[src/rtl/ontime_pkg.sv]
package ontime_pkg;
  localparam int unsigned FRAC = 8;  // Q8.8 fraction bits of the L/V factor

  typedef enum logic {
    MODE_CURRENT = 1'b0,
    MODE_FEEDFWD = 1'b1
  } calc_mode_e;
endpackage

[src/rtl/ontime_slope.sv]
module ontime_slope
  import ontime_pkg::*;
#(
  parameter int unsigned I_W = 12,
  parameter int unsigned K_W = 16,
  localparam int unsigned P_W = K_W + I_W,
  localparam int unsigned O_W = P_W + 2 - FRAC
) (
  input  logic [I_W-1:0] target_i,
  input  logic [I_W-1:0] start_i,
  input  logic [K_W-1:0] k_i,
  output logic [O_W-1:0] val_o
);
  localparam logic [P_W+1:0] HALF = (P_W+2)'(1) << (FRAC - 1);

  logic [I_W:0]   diff;
  logic           non_pos;
  logic [P_W-1:0] prod;
  logic [P_W+1:0] rnd;

  always_comb begin
    diff    = {1'b0, target_i} - {1'b0, start_i};
    non_pos = diff[I_W] || (diff == '0);
    prod    = {{I_W{1'b0}}, k_i} * {{K_W{1'b0}}, diff[I_W-1:0]};
    rnd     = {1'b0, prod, 1'b0} + HALF;  // x2 then round half-up
    val_o   = non_pos ? '0 : rnd[P_W+1:FRAC];
  end
endmodule

[src/rtl/ontime_div.sv]
module ontime_div #(
  parameter int unsigned NW  = 28,
  parameter int unsigned DVW = 12,
  localparam int unsigned CW = $clog2(NW + 1)
) (
  input  logic           clk_i,
  input  logic           rst_ni,
  input  logic           load_i,
  input  logic [NW-1:0]  num_i,
  input  logic [DVW-1:0] den_i,
  output logic           fin_o,
  output logic [NW-1:0]  quo_o
);
  logic [DVW-1:0] rem_q, den_q;
  logic [NW-1:0]  quo_q;
  logic [CW-1:0]  cnt_q;
  logic           run_q, fin_q;

  logic [DVW:0]   rem_sh;
  logic           take;
  logic [DVW:0]   rem_sub;

  always_comb begin
    rem_sh  = {rem_q, quo_q[NW-1]};
    take    = rem_sh >= {1'b0, den_q};
    rem_sub = rem_sh - {1'b0, den_q};
  end

  always_ff @(posedge clk_i or negedge rst_ni) begin
    if (!rst_ni) begin
      rem_q <= '0;
      den_q <= '0;
      quo_q <= '0;
      cnt_q <= '0;
      run_q <= 1'b0;
      fin_q <= 1'b0;
    end else begin
      fin_q <= 1'b0;
      if (load_i) begin
        rem_q <= '0;
        den_q <= den_i;
        quo_q <= num_i;
        cnt_q <= CW'(NW);
        run_q <= 1'b1;
      end else if (run_q) begin
        rem_q <= take ? rem_sub[DVW-1:0] : rem_sh[DVW-1:0];
        quo_q <= {quo_q[NW-2:0], take};
        cnt_q <= cnt_q - 1'b1;
        if (cnt_q == CW'(1)) begin
          run_q <= 1'b0;
          fin_q <= 1'b1;
        end
      end
    end
  end

  assign fin_o = fin_q;
  assign quo_o = quo_q;
endmodule

[src/rtl/ontime_clamp.sv]
module ontime_clamp #(
  parameter int unsigned IN_W  = 28,
  parameter int unsigned OUT_W = 16
) (
  input  logic [IN_W-1:0]  val_i,
  input  logic [OUT_W-1:0] lim_i,
  output logic [OUT_W-1:0] out_o
);
  always_comb begin
    out_o = (val_i > IN_W'(lim_i)) ? lim_i : val_i[OUT_W-1:0];
  end
endmodule

[src/rtl/ontime_predictor.sv]
module ontime_predictor
  import ontime_pkg::*;
#(
  parameter int unsigned I_W = 12,
  parameter int unsigned K_W = 16,
  parameter int unsigned V_W = 12,
  parameter int unsigned T_W = 16
) (
  input  logic           clk_i,
  input  logic           rst_ni,
  input  logic           start_i,
  input  logic           mode_i,
  input  logic [I_W-1:0] i_target_i,
  input  logic [I_W-1:0] i_start_i,
  input  logic [K_W-1:0] k_lv_i,
  input  logic [V_W-1:0] v_out_i,
  input  logic [V_W-1:0] v_in_i,
  input  logic [T_W-1:0] period_i,
  input  logic [T_W-1:0] max_on_i,
  output logic           busy_o,
  output logic           done_o,
  output logic [T_W-1:0] on_time_o
);
  localparam int unsigned PW = K_W + I_W + 2 - FRAC;
  localparam int unsigned QW = V_W + T_W;
  localparam int unsigned MW = (PW > QW) ? PW : QW;

  logic           busy_q, done_q;
  logic [T_W-1:0] on_time_q, max_q;
  logic           accept, ff_sel, div_load, div_fin;
  logic [PW-1:0]  slope_val;
  logic [QW-1:0]  quot, num;
  logic [MW-1:0]  clamp_in;
  logic [T_W-1:0] clamp_lim, clamp_out;

  assign accept   = start_i && !busy_q;
  assign ff_sel   = (calc_mode_e'(mode_i) == MODE_FEEDFWD);
  assign div_load = accept && ff_sel && (v_in_i != '0);
  assign num      = {{T_W{1'b0}}, v_out_i} * {{V_W{1'b0}}, period_i};

  ontime_slope #(.I_W(I_W), .K_W(K_W)) u_slope (
    .target_i(i_target_i),
    .start_i (i_start_i),
    .k_i     (k_lv_i),
    .val_o   (slope_val)
  );

  ontime_div #(.NW(QW), .DVW(V_W)) u_div (
    .clk_i (clk_i),
    .rst_ni(rst_ni),
    .load_i(div_load),
    .num_i (num),
    .den_i (v_in_i),
    .fin_o (div_fin),
    .quo_o (quot)
  );

  // a divide in flight owns the clamp; otherwise the current path uses it
  assign clamp_in  = busy_q ? MW'(quot) : MW'(slope_val);
  assign clamp_lim = busy_q ? max_q : max_on_i;

  ontime_clamp #(.IN_W(MW), .OUT_W(T_W)) u_clamp (
    .val_i(clamp_in),
    .lim_i(clamp_lim),
    .out_o(clamp_out)
  );

  always_ff @(posedge clk_i or negedge rst_ni) begin
    if (!rst_ni) begin
      busy_q    <= 1'b0;
      done_q    <= 1'b0;
      on_time_q <= '0;
      max_q     <= '0;
    end else begin
      done_q <= 1'b0;
      if (accept) begin
        max_q <= max_on_i;
        if (!ff_sel) begin
          on_time_q <= clamp_out;
          done_q    <= 1'b1;
        end else if (v_in_i == '0) begin
          on_time_q <= max_on_i;
          done_q    <= 1'b1;
        end else begin
          busy_q <= 1'b1;
        end
      end else if (busy_q && div_fin) begin
        on_time_q <= clamp_out;
        done_q    <= 1'b1;
        busy_q    <= 1'b0;
      end
    end
  end

  assign busy_o    = busy_q;
  assign done_o    = done_q;
  assign on_time_o = on_time_q;
endmodule

[config.mk]
export PLATFORM = sky130hd
export DESIGN_NAME = ontime_predictor
export DESIGN_NICKNAME = d
export VERILOG_FILES = /design/src/rtl/ontime_pkg.sv /design/src/rtl/ontime_slope.sv /design/src/rtl/ontime_div.sv /design/src/rtl/ontime_clamp.sv /design/src/rtl/ontime_predictor.sv
export SDC_FILE = /design/constraint.sdc
export NUM_CORES = 1
export LEC_CHECK = 0
export BUFFER_PORTS_ARGS = -buffer_cell sky130_fd_sc_hd__buf_4
export CELL_PAD_IN_SITES_DETAIL_PLACEMENT = 0
export CELL_PAD_IN_SITES_GLOBAL_PLACEMENT = 2
export CORE_MARGIN = 10
export CORE_UTILIZATION = 40
export DETAILED_ROUTE_END_ITERATION = 10
export HOLD_SLACK_MARGIN = 0.05
export PLACE_DENSITY_LB_ADDON = 0.1
export SYNTH_ARGS = -nofsm -noshare
export SYNTH_HDL_FRONTEND = slang
export SYNTH_SLANG_ARGS = --single-unit
[constraint.sdc]
create_clock -name clk_i -period 7.5 [get_ports clk_i]
set_input_delay 0.375 -clock clk_i [delete_from_list [all_inputs] [get_ports clk_i]]
set_output_delay 0.375 -clock clk_i [all_outputs]
set_load 0.005 [all_outputs]
==> results.yml <==
global_routing:
  grt_pass1_vias: 17100
  grt_remaining_overflow: 0
  grt_max_degree: 74
  grt_antenna_before_repair: 0
  grt_use_total_pct: 18.1
  grt_pass1_wl_um: 85700
worst_setup_path:
  crit_top_cell: "fa_1"
  crit_family: "adder cells"
  crit_fanout: 5
  worst_ep_arrival_time_ns: 9.05
  slowest_delay_ns: 0.59
  crit_path_top_delay_cell: "fa_1"
  critPathKind: "in -> reg"
  end_kind: "flip-flop"
  crit_required_ns: 7.74
  cp.buffers_inverters: 5
  timing.critical_path.from_type: "input port"
timing:
  hold_ws_ns: 0.235
  fin_ws_ns: -1.32
  timing.final.crit_share_pct: 118
  skew_ns: 0.0113
  maxClockFrequency_ghz: 0.113
  worstMarginPinSlew_ns: 0.944
  hold_violations: 0
  maxSlewHeadroom_pct: 37.1
  rsz0062_at_grt: "yes"
  period_needed_ns: 8.82
  finalMaxSlewViolations: 0
  setup_viol: 16
floorplan:
  ios: 118
  die-area_mm2: 0.0565
  start_util_pct: 40.6
  die_w_um: 238
  die_y_um: 238
  core_area_mm2: 0.0467
  num_rows: 79
synth:
  synth_cell_types: 75
  postSynthNetCount: 2783
  avgSynthCellArea_um2: 8.49
  ys_seq_elements: 93
  ys.flop_type: "dfrtp_1"
  synth_edf_count: 0
  synth_area_mm2: 0.0189
  yosysWarnings: 0
  async_flop_share_pct: 100
  synthCells: 2231
  yosysSeqAreaShare_pct: 12.3
final_layout:
  layout.cells.non_filler: 3115
  area_growth_syn_to_layout_pct: 22.3
  most-common-layout-cells: "inv_1 (371), nand2_1 (337), buf_4 (333)"
  drive_gt1_share_pct: 21.3
  design_area_mm2: 0.0232
  fill_cells: 4580
  antenna_cells: 0
  layout_commonest_cell: "inv_1"
  num-nets-final: 3055
place:
  place_inst: 3076
  place_hpwl_um: 42300
  gp_congestion: 0.820
  place_area_mm2: 0.0222
  dp_slack_ns: -1.88
  port_buffers: 117
outcome:
  violations: "negative setup slack"
  outcome: "finished, violations left"
clock_tree:
  clk_latency_ns: 0.35
  cts.sinks: 93
  clk_pin_slew_ns: 0.08
  cts_buffers: 9
  cts-root-buf: "clkbuf_16"
  clockBufferDepth: 2
  cts_tree: "yes"
  cts-htree-levels: 3
job:
  drv_cap: 0
drt:
  drcViolationCount: 0
  vias: 16000
  routed_wl_um: 50200
  vias_per_cell: 5.13
  avgRoutedWirePerCell_um: 16.1
  ant_nets: 0
  drtIter0Drc: 737
  first_pass_iters: 5
min_path:
  hold_path.class: "in -> reg"
## cells by family (layout without fill, tap and decap cells)
| group | count (synthesis) | count (layout) | share of synthesized area, % |
|---|---|---|---|
| xor+xnor | 64 | 64 | 2.96 |
| simple gates | 759 | 759 | 19.8 |
| compound gates | 314 | 314 | 10.6 |
| buf+inv | 482 | 759 | 9.64 |
| mux | 67 | 67 | 3.74 |
| fa+ha+maj | 452 | 452 | 41.0 |
| flops | 93 | 93 | 12.3 |
## sequential cells by signal (all words and copies together), names as in the netlist
name and count:
u_div.rem_q 12, max_q 16, busy_o 1, u_div.den_q 12, on_time_o 16, u_div.run_q 1, u_div.cnt_q 5, u_div.quo_o 28
u_div.fin_o 1, done_o 1
## per-layer routing
metal  track usage [%]  up-vias  wire length, µm
li1                  -     7728                -
met2              30.7      229            23900
met1              25.2     7998            24500
met5                 0        -                0
met3              1.43       26             1330
met4              2.58        0              455
## cell usage after synthesis, types with 10 or more instances
cell type    n  share of area (%)
inv_1      382                7.6
or3_1       11               0.36
nand2b_1    39                1.3
mux2_2      30                1.8
mux2i_1     37                2.0
fa_1       281                 30
nor4_1      13               0.43
o21ai_0     83                2.2
nand4_1     20               0.66
or4_1       11               0.44
a21oi_1     90                2.4
and2_1     120                4.0
clkbuf_1    91                1.8
xor2_1      24                1.1
nor2b_1     16               0.53
a21boi_0    14               0.55
a21o_1      22               0.87
ha_1       171                 11
and3_1      33                1.1
nor2_1      62                1.2
nor3_1      28               0.74
o31ai_1     20               0.79
o211ai_1    10               0.40
o21a_1      10               0.40
nand3_1     31               0.82
xnor2_1     40                1.8
nand2_1    344                6.8
a211oi_1    14               0.55
dfrtp_1     93                 12
## stage by stage
step | setup TNS, ns | utilization, %
detailed placement | -29.11 | 47.7
global route | -24.44 | 49.7
global placement | -24.68 | 47.7
floorplan | -19.92 | -
CTS | -17.53 | 49.0
finish | -19.09 | 49.7
## worst paths after layout
path / end / from / slack [ns] / cells after the start
worst max-delay path: on_time_o[15] / i_start_i[2] / -1.32 / 36
worst min register to register: busy_o / u_div.fin_o / 0.45 / 1
worst min-delay path: u_div.den_q[9] / v_in_i[9] / 0.24 / 3
worst max register to register: on_time_o[15] / busy_o / 3.13 / 18
max in group asynchronous: u_div.run_q / rst_ni / 5.78 / 3
min in group asynchronous: done_o / rst_ni / 0.44 / 2
## tightest hold or removal path, cell delays in order
cell,delay [ns]
buf_4,0.08
nand2_1,0.03
o21ai_0,0.06
## area by class of cell
class | instances | area (µm²) | area share (%)
well taps | 607 | 759 | 3.28
inverters | 382 | 1440 | 6.23
clock inverters | 7 | 68.8 | 0.297
multi-input cells | 1656 | 15400 | 66.6
clock buffers | 9 | 225 | 0.972
repair buffers | 361 | 2910 | 12.6
flip-flops and latches | 93 | 2330 | 10.1
## timing repair
action | CTS | global route
gates resized for setup | 52 | 54
setup endpoints to repair | 16 | 16
hold endpoints to repair | 20 | 0
hold buffers | 1 | 0
cloned | 0 | 1
setup buffers | 8 | 16
pin swaps | 16 | 60
Power is left out: the tool's default activity adds up to more than one toggle a clock period on the data nets, which glitch-free logic cannot reach.
